[src/rtl/nand_bridge_pkg.sv]
package nand_bridge_pkg;
  localparam int ADDR_W = 3;
  localparam int BYTE_W = 8;
  localparam int WORD_W = 2 * BYTE_W;
  localparam int ISR_W  = 4;

  localparam logic [ADDR_W-1:0] ADDR_DATA = 3'd0;
  localparam logic [ADDR_W-1:0] ADDR_MODE = 3'd4;
  localparam logic [ADDR_W-1:0] ADDR_STAT = 3'd5;
  localparam logic [ADDR_W-1:0] ADDR_ISR  = 3'd6;
  localparam logic [ADDR_W-1:0] ADDR_IMR  = 3'd7;

  localparam int MODE_CLE = 0;
  localparam int MODE_ALE = 1;
  localparam int MODE_CE  = 4;
  localparam int MODE_WEN = 7;

  typedef enum logic [1:0] {CYC_IDLE, CYC_SETUP, CYC_PULSE, CYC_HOLD} cyc_state_t;
  typedef enum logic [1:0] {XF_IDLE, XF_LO, XF_HI} xf_state_t;
endpackage

[src/rtl/nand_byte_cycle.sv]
module nand_byte_cycle
  import nand_bridge_pkg::*;
#(
  parameter int STROBE_CLKS = 3
) (
  input  logic              clk,
  input  logic              rst,
  input  logic              start,
  input  logic              is_read,
  input  logic [BYTE_W-1:0] wbyte,
  input  logic [BYTE_W-1:0] dq_in,
  output logic              we_n,
  output logic              re_n,
  output logic              dq_oe,
  output logic [BYTE_W-1:0] dq_out,
  output logic [BYTE_W-1:0] rbyte,
  output logic              done
);
  localparam int CNT_W = (STROBE_CLKS > 1) ? $clog2(STROBE_CLKS) : 1;
  localparam logic [CNT_W-1:0] CNT_LOAD = CNT_W'(STROBE_CLKS - 1);

  cyc_state_t       state;
  logic             dir_rd;
  logic [CNT_W-1:0] cnt;

  always_ff @(posedge clk) begin
    if (rst) begin
      state  <= CYC_IDLE;
      dir_rd <= 1'b0;
      cnt    <= '0;
      we_n   <= 1'b1;
      re_n   <= 1'b1;
      dq_oe  <= 1'b0;
      dq_out <= '0;
      rbyte  <= '0;
      done   <= 1'b0;
    end else begin
      done <= 1'b0;
      case (state)
        CYC_IDLE: begin
          if (start) begin
            state  <= CYC_SETUP;
            dir_rd <= is_read;
            dq_out <= wbyte;
            dq_oe  <= ~is_read;
          end
        end
        CYC_SETUP: begin
          state <= CYC_PULSE;
          cnt   <= CNT_LOAD;
          if (dir_rd) re_n <= 1'b0;
          else        we_n <= 1'b0;
        end
        CYC_PULSE: begin
          if (cnt == '0) begin
            we_n  <= 1'b1;
            re_n  <= 1'b1;
            state <= CYC_HOLD;
            if (dir_rd) rbyte <= dq_in;
          end else begin
            cnt <= cnt - 1'b1;
          end
        end
        default: begin
          state <= CYC_IDLE;
          dq_oe <= 1'b0;
          done  <= 1'b1;
        end
      endcase
    end
  end
endmodule

[src/rtl/nand_xfer_ctrl.sv]
module nand_xfer_ctrl
  import nand_bridge_pkg::*;
(
  input  logic              clk,
  input  logic              rst,
  input  logic              go,
  input  logic              go_read,
  input  logic              go_wide,
  input  logic [WORD_W-1:0] go_wdata,
  input  logic              cyc_done,
  input  logic [BYTE_W-1:0] cyc_rbyte,
  output logic              cyc_start,
  output logic              cyc_read,
  output logic [BYTE_W-1:0] cyc_wbyte,
  output logic              busy,
  output logic [WORD_W-1:0] word
);
  xf_state_t         state;
  logic              wide_q;
  logic [BYTE_W-1:0] hi_q;

  always_ff @(posedge clk) begin
    if (rst) begin
      state     <= XF_IDLE;
      cyc_start <= 1'b0;
      cyc_read  <= 1'b0;
      cyc_wbyte <= '0;
      busy      <= 1'b0;
      wide_q    <= 1'b0;
      hi_q      <= '0;
      word      <= '0;
    end else begin
      cyc_start <= 1'b0;
      case (state)
        XF_IDLE: begin
          if (go) begin
            busy      <= 1'b1;
            cyc_start <= 1'b1;
            cyc_read  <= go_read;
            wide_q    <= go_wide;
            cyc_wbyte <= go_wdata[BYTE_W-1:0];
            hi_q      <= go_wdata[WORD_W-1:BYTE_W];
            state     <= XF_LO;
          end
        end
        XF_LO: begin
          if (cyc_done) begin
            if (cyc_read) word <= {{BYTE_W{1'b0}}, cyc_rbyte};
            if (wide_q) begin
              cyc_start <= 1'b1;
              cyc_wbyte <= hi_q;
              state     <= XF_HI;
            end else begin
              busy  <= 1'b0;
              state <= XF_IDLE;
            end
          end
        end
        default: begin
          if (cyc_done) begin
            if (cyc_read) word[WORD_W-1:BYTE_W] <= cyc_rbyte;
            busy  <= 1'b0;
            state <= XF_IDLE;
          end
        end
      endcase
    end
  end
endmodule

[src/rtl/nand_ready_irq.sv]
module nand_ready_irq
  import nand_bridge_pkg::*;
#(
  parameter int SYNC_STAGES = 2
) (
  input  logic              clk,
  input  logic              rst,
  input  logic              rb,
  input  logic              clr_we,
  input  logic [ISR_W-1:0]  clr_bits,
  input  logic              mask_we,
  input  logic [BYTE_W-1:0] mask_din,
  output logic              busy,
  output logic [ISR_W-1:0]  isr,
  output logic [BYTE_W-1:0] mask,
  output logic              irq
);
  logic [SYNC_STAGES:0] sh;
  logic                 rise;
  logic [ISR_W-1:0]     src;

  always_ff @(posedge clk) begin
    if (rst) sh <= '1;
    else     sh <= {sh[SYNC_STAGES-1:0], rb};
  end

  assign busy = ~sh[SYNC_STAGES-1];
  assign rise = sh[SYNC_STAGES-1] & ~sh[SYNC_STAGES];
  assign src  = ISR_W'(rise);

  for (genvar i = 0; i < ISR_W; i++) begin : g_isr
    always_ff @(posedge clk) begin
      if (rst)                        isr[i] <= 1'b0;
      else if (src[i])                isr[i] <= 1'b1;
      else if (clr_we && clr_bits[i]) isr[i] <= 1'b0;
    end
  end

  always_ff @(posedge clk) begin
    if (rst) begin
      mask <= '0;
      irq  <= 1'b0;
    end else begin
      if (mask_we) mask <= mask_din;
      irq <= |(isr & mask[ISR_W-1:0]);
    end
  end
endmodule

[src/rtl/nand_host_bridge.sv]
module nand_host_bridge
  import nand_bridge_pkg::*;
#(
  parameter int STROBE_CLKS = 3,
  parameter int SYNC_STAGES = 2
) (
  input  logic        clk,
  input  logic        rst,
  input  logic        host_req,
  input  logic        host_we,
  input  logic        host_wide,
  input  logic [2:0]  host_addr,
  input  logic [15:0] host_wdata,
  output logic [15:0] host_rdata,
  output logic        host_wait,
  output logic        host_irq,
  output logic        nand_ce_n,
  output logic        nand_cle,
  output logic        nand_ale,
  output logic        nand_we_n,
  output logic        nand_re_n,
  output logic [7:0]  nand_dq_out,
  output logic        nand_dq_oe,
  input  logic [7:0]  nand_dq_in,
  input  logic        nand_rb
);
  logic              acc, data_go, wr_acc;
  logic [BYTE_W-1:0] mode_q, reg_mux, reg_rd_q;
  logic              sel_data_q;
  logic              xf_busy, cyc_start, cyc_read, cyc_done;
  logic [BYTE_W-1:0] cyc_wbyte, cyc_rbyte;
  logic [WORD_W-1:0] xf_word;
  logic              rdy_busy;
  logic [ISR_W-1:0]  isr;
  logic [BYTE_W-1:0] imr;

  assign acc     = host_req & ~xf_busy;
  assign wr_acc  = acc & host_we;
  assign data_go = acc & (host_addr == ADDR_DATA) & (~host_we | mode_q[MODE_WEN]);

  always_comb begin
    case (host_addr)
      ADDR_MODE: reg_mux = mode_q;
      ADDR_STAT: reg_mux = {rdy_busy, {(BYTE_W-1){1'b0}}};
      ADDR_ISR:  reg_mux = {{(BYTE_W-ISR_W){1'b0}}, isr};
      ADDR_IMR:  reg_mux = imr;
      default:   reg_mux = '0;
    endcase
  end

  always_ff @(posedge clk) begin
    if (rst) begin
      mode_q     <= '0;
      reg_rd_q   <= '0;
      sel_data_q <= 1'b0;
    end else begin
      if (wr_acc && host_addr == ADDR_MODE) mode_q <= host_wdata[BYTE_W-1:0];
      if (acc && !host_we) begin
        if (host_addr == ADDR_DATA) begin
          sel_data_q <= 1'b1;
        end else begin
          sel_data_q <= 1'b0;
          reg_rd_q   <= reg_mux;
        end
      end
    end
  end

  assign host_rdata = sel_data_q ? xf_word : {{BYTE_W{1'b0}}, reg_rd_q};
  assign host_wait  = xf_busy;
  assign nand_ce_n  = ~mode_q[MODE_CE];
  assign nand_cle   = mode_q[MODE_CLE];
  assign nand_ale   = mode_q[MODE_ALE];

  nand_xfer_ctrl u_xfer (
    .clk       (clk),
    .rst       (rst),
    .go        (data_go),
    .go_read   (~host_we),
    .go_wide   (host_wide),
    .go_wdata  (host_wdata),
    .cyc_done  (cyc_done),
    .cyc_rbyte (cyc_rbyte),
    .cyc_start (cyc_start),
    .cyc_read  (cyc_read),
    .cyc_wbyte (cyc_wbyte),
    .busy      (xf_busy),
    .word      (xf_word)
  );

  nand_byte_cycle #(.STROBE_CLKS(STROBE_CLKS)) u_cycle (
    .clk     (clk),
    .rst     (rst),
    .start   (cyc_start),
    .is_read (cyc_read),
    .wbyte   (cyc_wbyte),
    .dq_in   (nand_dq_in),
    .we_n    (nand_we_n),
    .re_n    (nand_re_n),
    .dq_oe   (nand_dq_oe),
    .dq_out  (nand_dq_out),
    .rbyte   (cyc_rbyte),
    .done    (cyc_done)
  );

  nand_ready_irq #(.SYNC_STAGES(SYNC_STAGES)) u_irq (
    .clk      (clk),
    .rst      (rst),
    .rb       (nand_rb),
    .clr_we   (wr_acc && host_addr == ADDR_ISR),
    .clr_bits (host_wdata[ISR_W-1:0]),
    .mask_we  (wr_acc && host_addr == ADDR_IMR),
    .mask_din (host_wdata[BYTE_W-1:0]),
    .busy     (rdy_busy),
    .isr      (isr),
    .mask     (imr),
    .irq      (host_irq)
  );
endmodule

[config.mk]
export PLATFORM = sky130hd
export DESIGN_NAME = nand_host_bridge
export DESIGN_NICKNAME = d
export VERILOG_FILES = /design/src/rtl/nand_bridge_pkg.sv /design/src/rtl/nand_byte_cycle.sv /design/src/rtl/nand_xfer_ctrl.sv /design/src/rtl/nand_ready_irq.sv /design/src/rtl/nand_host_bridge.sv
export SDC_FILE = /design/constraint.sdc
export NUM_CORES = 1
export LEC_CHECK = 0
export BUFFER_PORTS_ARGS = -buffer_cell sky130_fd_sc_hd__buf_2
export CORE_UTILIZATION = 45
export DETAILED_ROUTE_END_ITERATION = 8
export PLACE_DENSITY = 0.66
export SETUP_SLACK_MARGIN = 0.15
export SYNTH_ARGS = -nofsm -noshare
export SYNTH_HDL_FRONTEND = slang
export SYNTH_SLANG_ARGS = --single-unit
[constraint.sdc]
create_clock -name clk -period 1.7 [get_ports clk]
set_input_delay 0.34 -clock clk [delete_from_list [all_inputs] [get_ports clk]]
set_output_delay 0.34 -clock clk [all_outputs]
set_load 0.05 [all_outputs]
After elaboration in Yosys (flattened, before gate mapping)

Cells that the tools add are included.

Flip-flop bits (word level): 93
Input bits: 33

Reduce and logical (&&, ||, !) cells: 31
Mux-type cells: 41
Equality and inequality tests: 16
$add $sub $neg: 1
Bitwise logic cells: 16

Operators by type and width:

| kind               | number |
|---|---|
| $mux 16            | 3 |
| $mux 8             | 5 |
| $pmux 8 s2         | 2 |
| $pmux 8 s4         | 1 |
| $reduce_and 3->1   | 6 |
| $mux 1             | 15 |
| $mux 2             | 7 |
| $eq 3x3->1 const B | 4 |
| $reduce_and 2->1   | 6 |
| $ne 2x2->1 const B | 5 |
| $pmux 1 s2         | 5 |
| $not 1->1          | 9 |
| $ne 2x1->1 const B | 4 |
| $pmux 2 s2         | 2 |
| $reduce_and 4->1   | 2 |
| $reduce_bool 2->1  | 4 |
| $logic_not 2->1    | 3 |
| $pmux 2 s3         | 1 |
| $and 1x1->1        | 5 |
| $logic_and 1x1->1  | 5 |
| $and 1x4->4        | 1 |
| $eq 2x1->1 const B | 2 |
| $reduce_or 4->1    | 1 |
| $logic_not 3->1    | 1 |
| 6 further kinds    | 6 |

Logic depth before layout (Yosys ltp)

Gate-level depths: netlist (run 1).

Word-level depth: 7
Mapped depth: 7
Gate-level depth less buffers: 6

Modules after synthesis

From an unflattened synthesis (run 1), not the netlist that was laid out.

Cell total of the unflattened synthesis: 442
Area, all modules: 4007.6 um^2

Modules (own cells, without submodules):

| module           | cells an instance | instances | area an instance (um^2) |
|---|---|---|---|
| nand_xfer_ctrl   | 174               | 1         | 1482.7 |
| nand_byte_cycle  | 116               | 1         | 1044.8 |
| nand_host_bridge | 108               | 1         | 1016.0 |
| nand_ready_irq   | 44                | 1         | 464.2 |

Worst setup path before layout (run 1)

OpenSTA, ideal clock, no wires.

Path kind: register to output
Start point: reg sel_data_q
End point: out host_rdata[7]
Data required time: 1.360 ns
Path buffers: 2
Stages on the path, launching flop included: 4
Arrival: 1.274 ns
Slack: 0.086 ns
Path through: dfxtp_1 clkbuf_1 clkbuf_1 mux2_2

Longest elaborated chain between the ends: 1

Ends and longest elaborated chain:

| item                     | line                   | text |
|---|---|---|
| start: declaration       | nand_host_bridge.sv:29 | `logic sel_data_q;` |
| start signal: assignment | nand_host_bridge.sv:55 | `sel_data_q <= 1'b0;` |
| start signal: assignment | nand_host_bridge.sv:60 | `sel_data_q <= 1'b1;` |
| start signal: assignment | nand_host_bridge.sv:62 | `sel_data_q <= 1'b0;` |
| $mux 16                  | nand_host_bridge.sv:69 | `assign host_rdata = sel_data_q ? xf_word : {{BYTE_W{1'b0}}, reg_rd_q};` |
| end: declaration         | nand_host_bridge.sv:14 | `output logic [15:0] host_rdata,` |

No other way between the ends.

Final worst setup path (run 1)

Start point: reg sel_data_q
End point: out host_rdata[6]

Same word-level chain as after synthesis.

==> impl_metrics.py, run 1 <==
metrics = {
    "timing": {
        "fin_setup_tns_ns": 0,
        "tightestPinTransition_ns": 0.491,
        "hold_violations": 0,
        "slew_viol_final": 0,
        "rsz0062_at_grt": "true",
        "clock.fmax_mhz": 594,
        "period_share_pct": 99.0,
        "hold-worst-slack_ns": 0.166,
        "fin_skew_ns": 0.0178,
        "setup_viol": 0,
        "maxSlewHeadroom_pct": 67.1,
        "fin_crit_ns": 1.68,
    },
    "outcome": {
        "status": "completed",
    },
    "finish": {
        "final_util_pct": 57.4,
        "multi_input_area_um2": 1880,
        "antenna_cells": 0,
        "drive_gt1_share_pct": 26.3,
        "layout.area.seq_um2": 1870,
        "fill_cells": 737,
        "syn2layout_area_growth_pct": 23.3,
        "nNetsFinal": 520,
        "final_area_um2": 4740,
    },
    "clocking": {
        "clockBufferDepth": 2,
        "clk_pin_slew_worst_paths_ns": 0.09,
        "htreeDepth": 3,
        "clock-sinks": 93,
        "cts_tree": "built",
        "cts-root-buf": "clkbuf_8",
        "clk_latency_ns": 0.37,
        "numCtsBuffers": 9,
    },
    "logic_synthesis": {
        "avgSynthCellArea_um2": 9.19,
        "yosysWarnings": 0,
        "netlist_area_um2": 3840,
        "synth_nets": 457,
        "synth_cell_types": 37,
        "ys_seq_elements": 93,
        "synthCells": 418,
        "ys_seq_area_share_pct": 48.5,
    },
    "floorplan": {
        "boundaryPins": 65,
        "die_w_um": 94.4,
        "start_util_pct": 46.5,
        "die_h_um": 94.4,
        "core.rowCount": 33,
        "core_region_area_um2": 8260,
        "dieArea_um2": 8910,
    },
    "placement": {
        "dp_hpwl_um": 5770,
        "gp_congestion": 0.769,
        "io_buffers": 64,
        "placed_area_um2": 4280,
    },
    "setup_path": {
        "path_class": "reg -> out",
        "arrival_ns": 1.34,
        "cpMaxStageDelayCell": "dfxtp_2",
        "cpMostUsedCell": "buf_8",
        "crit_path_max_fanout": 8,
        "critPathCaptureType": "primary output",
        "worstPathCellList": "buf_8 -> mux2_4 -> buf_8",
        "crit_required_ns": 1.36,
        "start_kind": "flop",
        "slowest_delay_ns": 0.36,
    },
    "global_routing": {
        "grt_overflow": 0,
        "grt_pass1_vias": 2795,
        "grt.total_usage_pct": 19.4,
        "grt_antenna_before_repair": 0,
        "grt_max_degree": 26,
        "grt_pass1_wl_um": 13400,
    },
    "route": {
        "drtIter0Drc": 136,
        "vias": 3039,
        "totalWireLength_um": 8300,
        "drt-wirelength-per-cell_um": 14.0,
        "firstDrtPassIters": 4,
        "drc": 0,
        "drtAntennaViolNets": 0,
        "avgViaCountPerCell": 5.14,
    },
    "pwr": {
        "leakage_nw": 1.84,
        "powerDensity_nw_per_um2": 872,
        "peakVddDrop_mv": 0.449,
    },
    "run": {
        "drv_cap": 0,
    },
    "min_path": {
        "hold_class": "in -> reg",
    },
}
## Yosys cell counts
| cell | count | area [um2] |
|---|---|---|
| and2_1 | 10 | 62.6 |
| nor4b_2 | 1 | 15.0 |
| nand3b_1 | 10 | 75.1 |
| mux2_2 | 9 | 101 |
| a21oi_2 | 1 | 8.76 |
| buf_6 | 3 | 33.8 |
| inv_1 | 6 | 22.5 |
| and3_1 | 3 | 18.8 |
| nand2_1 | 52 | 195 |
| or3_1 | 2 | 12.5 |
| nor3_4 | 1 | 16.3 |
| nand4b_4 | 1 | 23.8 |
| a211oi_2 | 1 | 12.5 |
| o21a_1 | 1 | 7.51 |
| a21oi_1 | 28 | 140 |
| a31o_2 | 1 | 8.76 |
| ha_1 | 6 | 75.1 |
| or2_2 | 3 | 18.8 |
| o22ai_1 | 1 | 6.26 |
| nor2_1 | 47 | 176 |
| nand3_1 | 7 | 35.0 |
| o211ai_1 | 1 | 7.51 |
| a22oi_1 | 15 | 113 |
| o31ai_1 | 1 | 7.51 |
| nand2b_1 | 10 | 62.6 |
| buf_2 | 1 | 5.00 |
| nor2b_2 | 1 | 8.76 |
| nor2b_1 | 4 | 25.0 |
| a211oi_1 | 9 | 67.6 |
| o21ai_0 | 20 | 100 |
| mux2i_1 | 35 | 350 |
| dfxtp_1 | 93 | 1860 |
| buf_4 | 5 | 37.5 |
| and3_2 | 1 | 7.51 |
| nor3_1 | 10 | 50.1 |
| clkbuf_1 | 17 | 63.8 |
| nor3b_1 | 1 | 7.51 |
## power by group
group / internal, mW / leakage (nW) / switching (mW) / total [mW]
Sequential: 2.20 / 0.753 / 0.0151 / 2.21
Combinational: 0.0973 / 0.974 / 0.134 / 0.231
Clock: 0.852 / 0.112 / 0.834 / 1.69
## worst paths after layout
| path | start | end | slack, ns | depth (start not counted) |
|---|---|---|---|---|
| worst max-delay path | sel_data_q | host_rdata[6] | 0.02 | 3 |
| worst min-delay path | nand_rb | u_irq.sh[0] | 0.17 | 2 |
| worst max register to register | u_xfer.busy | u_xfer.hi_q[6] | 0.24 | 5 |
| worst min register to register | u_irq.sh[0] | u_irq.sh[1] | 0.43 | 1 |
## cells by family (layout without fill, tap and decap cells)
| logic type | count (synthesis) | after routing | share of synthesized area [%] |
|---|---|---|---|
| DFF | 93 | 93 | 48.5 |
| buffers and inverters | 32 | 100 | 4.23 |
| muxes | 44 | 44 | 11.8 |
| adders and majority gates | 6 | 6 | 1.95 |
| and+or+nand+nor | 164 | 164 | 21.1 |
| AOI/OAI and AO/OA | 79 | 79 | 12.5 |
## layer usage
layer,GRT usage [%],vias to the layer above,share of wire (%)
met2,30.0,67,46
met4,8.08,0,1.3
li1,-,1563,-
met5,0,-,0
met1,26.7,1400,48
met3,3.46,9,4.1
## stage by stage
step / total power, mW / cells / worst slack, ns
CTS: 4.15 / 590 / -0.00216
global route: 4.29 / 591 / -0.0309
finish: 4.13 / 591 / 0.0164
detailed placement: 2.48 / 574 / 0.145
global placement: 2.48 / 574 / 0.185
floorplan: 2.39 / 418 / 0.191
## area by class of cell
type	instances	area share [%]
timing repair buffer	78	12.7
multi-input combinational	293	39.8
sequential	93	39.4
clock inverter	7	2.22
tap	105	2.77
clock buffer	9	2.61
inverter	6	0.475
## cell usage in the layout (no fill, tap or decap), types with 12 or more instances in the layout
cell type,netlist,layout
a21oi_1,28,28
a22oi_1,15,15
buf_2,1,48
buf_4,5,12
buf_8,0,14
dfxtp_1,93,88
mux2i_1,35,34
nand2_1,52,51
nor2_1,47,47
o21ai_0,20,20
## what timing repair did
| item | CTS | global route |
|---|---|---|
| buffers inserted | 0 | 1 |
| resized for setup | 43 | 26 |
| endpoints found under the setup margin | 16 | 36 |
| pin swaps | 0 | 2 |
| hold buffers | 0 | 0 |
| hold endpoints to repair | 0 | 0 |
## flip-flops by register name, indices dropped and copies added (netlist names), 2 cells and up
signal / cells
mode_q: 8
reg_rd_q: 8
u_cycle.cnt: 2
u_cycle.dq_out: 8
u_cycle.rbyte: 8
u_cycle.state: 2
u_irq.mask: 8
u_irq.sh: 3
u_xfer.cyc_wbyte: 8
u_xfer.hi_q: 8
u_xfer.state: 2
u_xfer.word: 16
## critical path, delay by kind of cell (launching register included)
kind                   cells  cell delay [ns]
muxes                      1             0.32
DFF                        1             0.36
buffers and inverters      2             0.29
Note: power is estimated with default switching activity, not from simulation.
==> run 2, diff against run 1 <==
--- a/config.mk
+++ b/config.mk
@@ -5,6 +5,7 @@
 export SDC_FILE = /design/constraint.sdc
 export NUM_CORES = 1
 export LEC_CHECK = 0
+export ABC_AREA = 1
 export BUFFER_PORTS_ARGS = -buffer_cell sky130_fd_sc_hd__buf_2
 export CORE_UTILIZATION = 45
 export DETAILED_ROUTE_END_ITERATION = 8
==> constraint.sdc (replaced) <==
create_clock -name clk -period 1.7 [get_ports clk]
set_input_delay 0.085 -clock clk [delete_from_list [all_inputs] [get_ports clk]]
set_output_delay 0.085 -clock clk [all_outputs]
set_load 0.05 [all_outputs]
==> impl_metrics.py, run 2 <==
metrics = {
    "logic_synthesis": {
        "synth-main-ff-cell": "dfxtp_1",
        "ys_seq_area_share_pct": 48.1,
        "yosysWarnings": 0,
        "ys_async_sr_fraction_pct": 0,
        "yosys.area.top_type_share_pct": 48.1,
        "synth_edf_count": 0,
        "synthCells": 515,
        "netlist_area_um2": 3870,
        "synth_nets": 554,
        "synth_most_common_cell": "dfxtp_1",
        "avgSynthCellArea_um2": 7.51,
        "synth_area_leaders": "dfxtp_1 (48%), o21ai_0 (8.9%), nand2_1 (8.8%)",
        "synth_cell_types": 29,
        "ys_seq_elements": 93,
        "yosys.area.top_type": "dfxtp_1",
        "synthTopCellsByCount": "dfxtp_1 (93), nand2_1 (91), o21ai_0 (69), inv_1 (60), a21oi_1 (59)",
    },
    "finish": {
        "stdcell_count": 696,
        "final_cell_mix": "dfxtp_1 (93), nand2_1 (90), o21ai_0 (66)",
        "final_common_cell": "dfxtp_1",
        "antenna_cells": 0,
        "drive_gt1_share_pct": 19.8,
        "syn2layout_area_growth_pct": 17.5,
        "fill_cells": 830,
        "final_area_um2": 4540,
        "final_util_pct": 55.0,
        "nNetsFinal": 625,
        "largest_reg_flops": 16,
        "regMostFlops": "u_xfer.word",
    },
    "setup_path": {
        "slowest_delay_ns": 0.40,
        "start_kind": "flop",
        "arrival_ns": 1.74,
        "critPathCaptureType": "flop",
        "cpMaxStageDelayCell": "dfxtp_1",
        "worstPathCellList": "inv_1 -> ha_1 -> inv_1 -> a21oi_2 -> o21ai_0 -> a31oi_1",
        "crit_path_max_fanout": 5,
        "crit_required_ns": 1.98,
        "cpMostUsedCell": "inv_1",
        "path_class": "reg -> reg",
    },
    "timing": {
        "fin_skew_ns": 0.00870,
        "period_share_pct": 85.9,
        "fin_setup_tns_ns": 0,
        "slew_viol_final": 0,
        "hold-worst-slack_ns": 0.0154,
        "maxSlewHeadroom_pct": 62.7,
        "clock.fmax_mhz": 685,
        "tightestPinTransition_ns": 0.558,
        "hold_violations": 0,
        "fin_crit_ns": 1.46,
        "rsz0062_at_grt": "true",
        "setup_viol": 0,
    },
    "floorplan": {
        "start_util_pct": 46.8,
        "core.rowCount": 33,
        "die_w_um": 94.7,
        "core_region_area_um2": 8260,
        "boundaryPins": 65,
        "dieArea_um2": 8970,
        "die_h_um": 94.7,
    },
    "route": {
        "vias": 3459,
        "avgViaCountPerCell": 4.97,
        "drt-wirelength-per-cell_um": 12.3,
        "drtAntennaViolNets": 0,
        "drtIter0Drc": 126,
        "drc": 0,
        "totalWireLength_um": 8580,
        "firstDrtPassIters": 4,
    },
    "clocking": {
        "cts_tree": "built",
        "clk_latency_ns": 0.36,
        "htreeDepth": 3,
        "numCtsBuffers": 9,
        "clock-sinks": 93,
        "clk_pin_slew_worst_paths_ns": 0.09,
        "clockBufferDepth": 2,
        "cts-root-buf": "clkbuf_8",
    },
    "pwr": {
        "leakage_nw": 1.97,
        "peakVddDrop_mv": 0.467,
        "powerDensity_nw_per_um2": 977,
    },
    "min_path": {
        "hold_class": "in -> reg",
    },
    "outcome": {
        "status": "completed",
    },
    "global_routing": {
        "grt_overflow": 0,
        "grt_pass1_vias": 3183,
        "grt.total_usage_pct": 20.9,
        "grt_antenna_before_repair": 0,
        "grt_max_degree": 30,
        "grt_pass1_wl_um": 14500,
    },
    "run": {
        "drv_cap": 0,
    },
    "placement": {
        "placed_area_um2": 4240,
        "dp_hpwl_um": 6240,
        "gp_congestion": 0.817,
        "place_inst": 670,
        "io_buffers": 64,
    },
}
[run 2: cell types whose count changed in the layout (fill, tap and decap cells not counted), sizes merged, moves of 8 or more]
| cell | change |
|---|---|
| nand2 | +43 |
| o21ai | +55 |
| a211oi | -9 |
| mux2 | -9 |
| nor2 | +10 |
| and2 | -10 |
| mux2i | -35 |
| nor3 | -9 |
| inv | +61 |
| nand2b | -10 |
| a22oi | -14 |
| dlygate4sd3 | +8 |
| a21oi | +32 |
[run 2: what timing repair did]
item,CTS,global route
hold buffers,8,0
hold endpoints to repair,8,0
gates resized for setup,0,10
endpoints found under the setup margin,0,36
setup buffers,0,2
[run 2: through the flow]
step | setup WS [ns] | power, mW
2_1_floorplan | -0.0189 | 2.87
3_3_place_gp | 0.303 | 3.03
3_5_place_dp | 0.196 | 3.07
4_1_cts | 0.176 | 4.45
5_1_grt | 0.149 | 4.69
6_report | 0.240 | 4.44
[run 2: logic make-up (layout without fill, tap and decap cells)]
| family | after synthesis | count (layout) | synth area share, % |
|---|---|---|---|
| AO/OA/AOI/OAI | 148 | 148 | 19.9 |
| AND/OR/NAND/NOR | 178 | 178 | 20.0 |
| buffers and inverters | 90 | 166 | 10.1 |
| adder cells (fa/ha/maj) | 6 | 6 | 1.94 |
| flip-flops | 93 | 93 | 48.1 |
[run 2: path summary, 6_finish.rpt]
kind	slack [ns]	start	cells past startpoint	end
max	0.24	u_cycle.state[0]	6	u_cycle.cnt[1]
min	0.02	host_wdata[13]	3	u_xfer.hi_q[5]
max reg2reg	0.24	u_cycle.state[0]	6	u_cycle.cnt[1]
min reg2reg	0.42	u_irq.sh[0]	1	u_irq.sh[1]
[run 2: area by class of cell]
| cell class | instances | area, um2 | area share (%) |
|---|---|---|---|
| Multi-Input combinational cell | 332 | 1630 | 35.8 |
| Sequential cell | 93 | 1860 | 41.0 |
| Clock inverter | 4 | 30.0 | 0.661 |
| Timing Repair Buffer | 81 | 474 | 10.4 |
| Tap cell | 105 | 131 | 2.89 |
| Clock buffer | 12 | 155 | 3.42 |
| Inverter | 69 | 263 | 5.78 |
[run 2: worst max-delay path, delay by kind of cell, from the launching register on]
kind,cells,cell delay [ns]
fa+ha+maj,1,0.36
flops,1,0.40
compound gates,3,0.41
buf+inv,2,0.20
[run 2: power breakdown]
| group | internal [mW] | switching, mW | total [mW] |
|---|---|---|---|
| Clock | 0.621 | 0.766 | 1.39 |
| Sequential | 2.26 | 0.0564 | 2.32 |
| Combinational | 0.246 | 0.483 | 0.729 |
| Total | 3.13 | 1.31 | 4.44 |
[run 2: layer usage]
layer	vias up	GRT usage, %	share of wire (%)
met5	-	0	0
met4	0	5.30	1.2
met3	10	6.04	4.6
met2	76	34.8	48
met1	1572	26.6	46
li1	1801	-	-
==> run 3, diff against run 2 <==
--- a/config.mk
+++ b/config.mk
@@ -7,6 +7,7 @@
 export LEC_CHECK = 0
 export ABC_AREA = 1
 export BUFFER_PORTS_ARGS = -buffer_cell sky130_fd_sc_hd__buf_2
+export CORE_ASPECT_RATIO = 0.8
 export CORE_UTILIZATION = 45
 export DETAILED_ROUTE_END_ITERATION = 8
 export PLACE_DENSITY = 0.66
==> impl_metrics.py, run 3 (synthesized netlist as in run 2, its figures left out) <==
metrics = {
    "outcome": {
        "status": "completed",
    },
    "floorplan": {
        "dieArea_um2": 8970,
        "core.rowCount": 29,
        "core_region_area_um2": 8130,
        "start_util_pct": 47.6,
        "die_w_um": 106,
        "die_h_um": 84.9,
        "boundaryPins": 65,
    },
    "timing": {
        "hold_violations": 0,
        "maxSlewHeadroom_pct": 59.4,
        "tightestPinTransition_ns": 0.605,
        "setup_viol": 0,
        "clock.fmax_mhz": 696,
        "rsz0062_at_grt": "false",
        "fin_skew_ns": 0.00462,
        "fin_crit_ns": 1.44,
        "slew_viol_final": 0,
        "period_share_pct": 84.5,
    },
    "global_routing": {
        "grt_pass1_wl_um": 15200,
        "grt_pass1_vias": 3255,
        "grt_max_degree": 30,
        "grt_antenna_before_repair": 0,
        "grt_overflow": 0,
        "grt.total_usage_pct": 21.3,
    },
    "min_path": {
        "min_from": "host_wdata[15]",
        "hold_class": "in -> reg",
    },
    "finish": {
        "fill_cells": 798,
        "final_common_cell": "dfxtp_1",
        "largest_reg_flops": 16,
        "nNetsFinal": 627,
        "syn2layout_area_growth_pct": 17.5,
        "final_cell_mix": "dfxtp_1 (92), nand2_1 (90), o21ai_0 (67)",
        "final_area_um2": 4550,
        "regMostFlops": "u_xfer.word",
        "drive_gt1_share_pct": 20.1,
        "antenna_cells": 0,
    },
    "setup_path": {
        "path_delay_family": "buffers and inverters",
        "crit_path_max_fanout": 11,
        "startpoint": "sel_data_q",
        "start_kind": "flop",
        "path_class": "reg -> out",
        "crit_required_ns": 1.62,
        "r2r-start": "u_cycle.state[0]",
        "critPathCaptureType": "primary output",
        "slowest_delay_ns": 0.32,
        "crit_buf_inv": 2,
        "cpMaxStageDelayCell": "dfxtp_1",
        "arrival_ns": 1.35,
        "worstPathCellList": "buf_4 -> o21ai_0 -> buf_2",
    },
    "route": {
        "drc": 0,
        "drtIter0Drc": 155,
        "avgViaCountPerCell": 4.97,
        "drt-wirelength-per-cell_um": 12.9,
        "firstDrtPassIters": 5,
        "drtAntennaViolNets": 0,
        "totalWireLength_um": 9050,
        "vias": 3486,
    },
    "placement": {
        "dp_hpwl_um": 6420,
        "io_buffers": 64,
        "gp_congestion": 0.801,
        "placed_area_um2": 4270,
    },
    "clocking": {
        "numCtsBuffers": 9,
        "cts-root-buf": "clkbuf_8",
        "clockBufferDepth": 2,
        "clk_pin_slew_worst_paths_ns": 0.08,
        "htreeDepth": 3,
        "clk_latency_ns": 0.35,
        "clock-sinks": 93,
        "cts_tree": "built",
    },
    "pwr": {
        "p_total_mw": 4.40,
        "leakage_nw": 1.97,
        "peakVddDrop_mv": 0.773,
        "powerDensity_nw_per_um2": 967,
    },
    "run": {
        "drv_cap": 0,
    },
}
[run 3: changes by cell type in the layout (fill, tap and decap cells not counted)]
cell	before	now
buf_6	1	0
clkbuf_1	1	2
buf_2	63	64
buf_4	8	11
clkinvlp_4	2	4
o21ai_1	9	8
ha_2	1	0
o21ai_0	66	67
dfxtp_2	0	1
ha_1	5	6
clkbuf_4	1	0
dfxtp_1	93	92
dlygate4sd3_1	8	7
inv_6	2	0
[run 3: area by class of cell]
cell class / instances / area, um2 / share of cell area [%]
Inverter: 69 / 263 / 5.78
Multi-Input combinational cell: 332 / 1630 / 35.8
Clock inverter: 3 / 20.0 / 0.440
Sequential cell: 93 / 1860 / 41.0
Tap cell: 108 / 135 / 2.97
Clock buffer: 13 / 159 / 3.50
Timing Repair inverter: 1 / 7.51 / 0.165
Timing Repair Buffer: 82 / 473 / 10.4
[run 3: path summary, 6_finish.rpt]
path,to,slack [ns],cells past startpoint
worst min-delay path,u_xfer.hi_q[7],0.008,3
worst max register to register,u_cycle.state[0],0.29,6
worst min register to register,u_irq.sh[1],0.45,1
worst max-delay path,host_rdata[7],0.26,3
[run 3: worst reg2reg max path, delay by kind of cell, from the launching register on]
kind                     cells  cell delay (ns)
AO/OA/AOI/OAI                3             0.43
buffers and inverters        1             0.08
adder cells (fa/ha/maj)      1             0.29
AND/OR/NAND/NOR              1             0.13
flip-flops                   1             0.36
[run 3: per-stage QoR]
stage	util [%]	setup slack, ns	setup TNS (ns)	hold slack [ns]	instances
CTS	55.6	0.205	0	0.00397	699
global placement	52.5	0.313	0	0.272	676
finish	55.9	0.263	0	0.00843	701
floorplan	-	-0.0189	-0.0755	0.189	515
detailed placement	52.5	0.212	0	0.277	676
global route	55.9	0.164	0	0.00948	701
[run 3: routing by layer]
metal | vias up | global-route usage, % | part of all wire (%)
li1 | 1806 | - | -
met1 | 1586 | 29.0 | 49
met4 | 0 | 6.06 | 1.0
met3 | 10 | 5.38 | 5.2
met2 | 84 | 33.5 | 44
met5 | - | 0 | 0
[run 3: where the power goes]
group	leakage, nW	switching (mW)	total [mW]	internal, mW
Combinational	1.13	0.486	0.725	0.239
Sequential	0.753	0.0559	2.32	2.27
Clock	0.0857	0.736	1.35	0.611
Total	1.97	1.28	4.40	3.12
[run 3: repair_timing]
item                                    in CTS  in global routing
buffers inserted                             0                  1
hold endpoints to repair                     7                  0
endpoints found under the setup margin       0                 13
resized for setup                            0                  8
hold buffers                                 7                  0
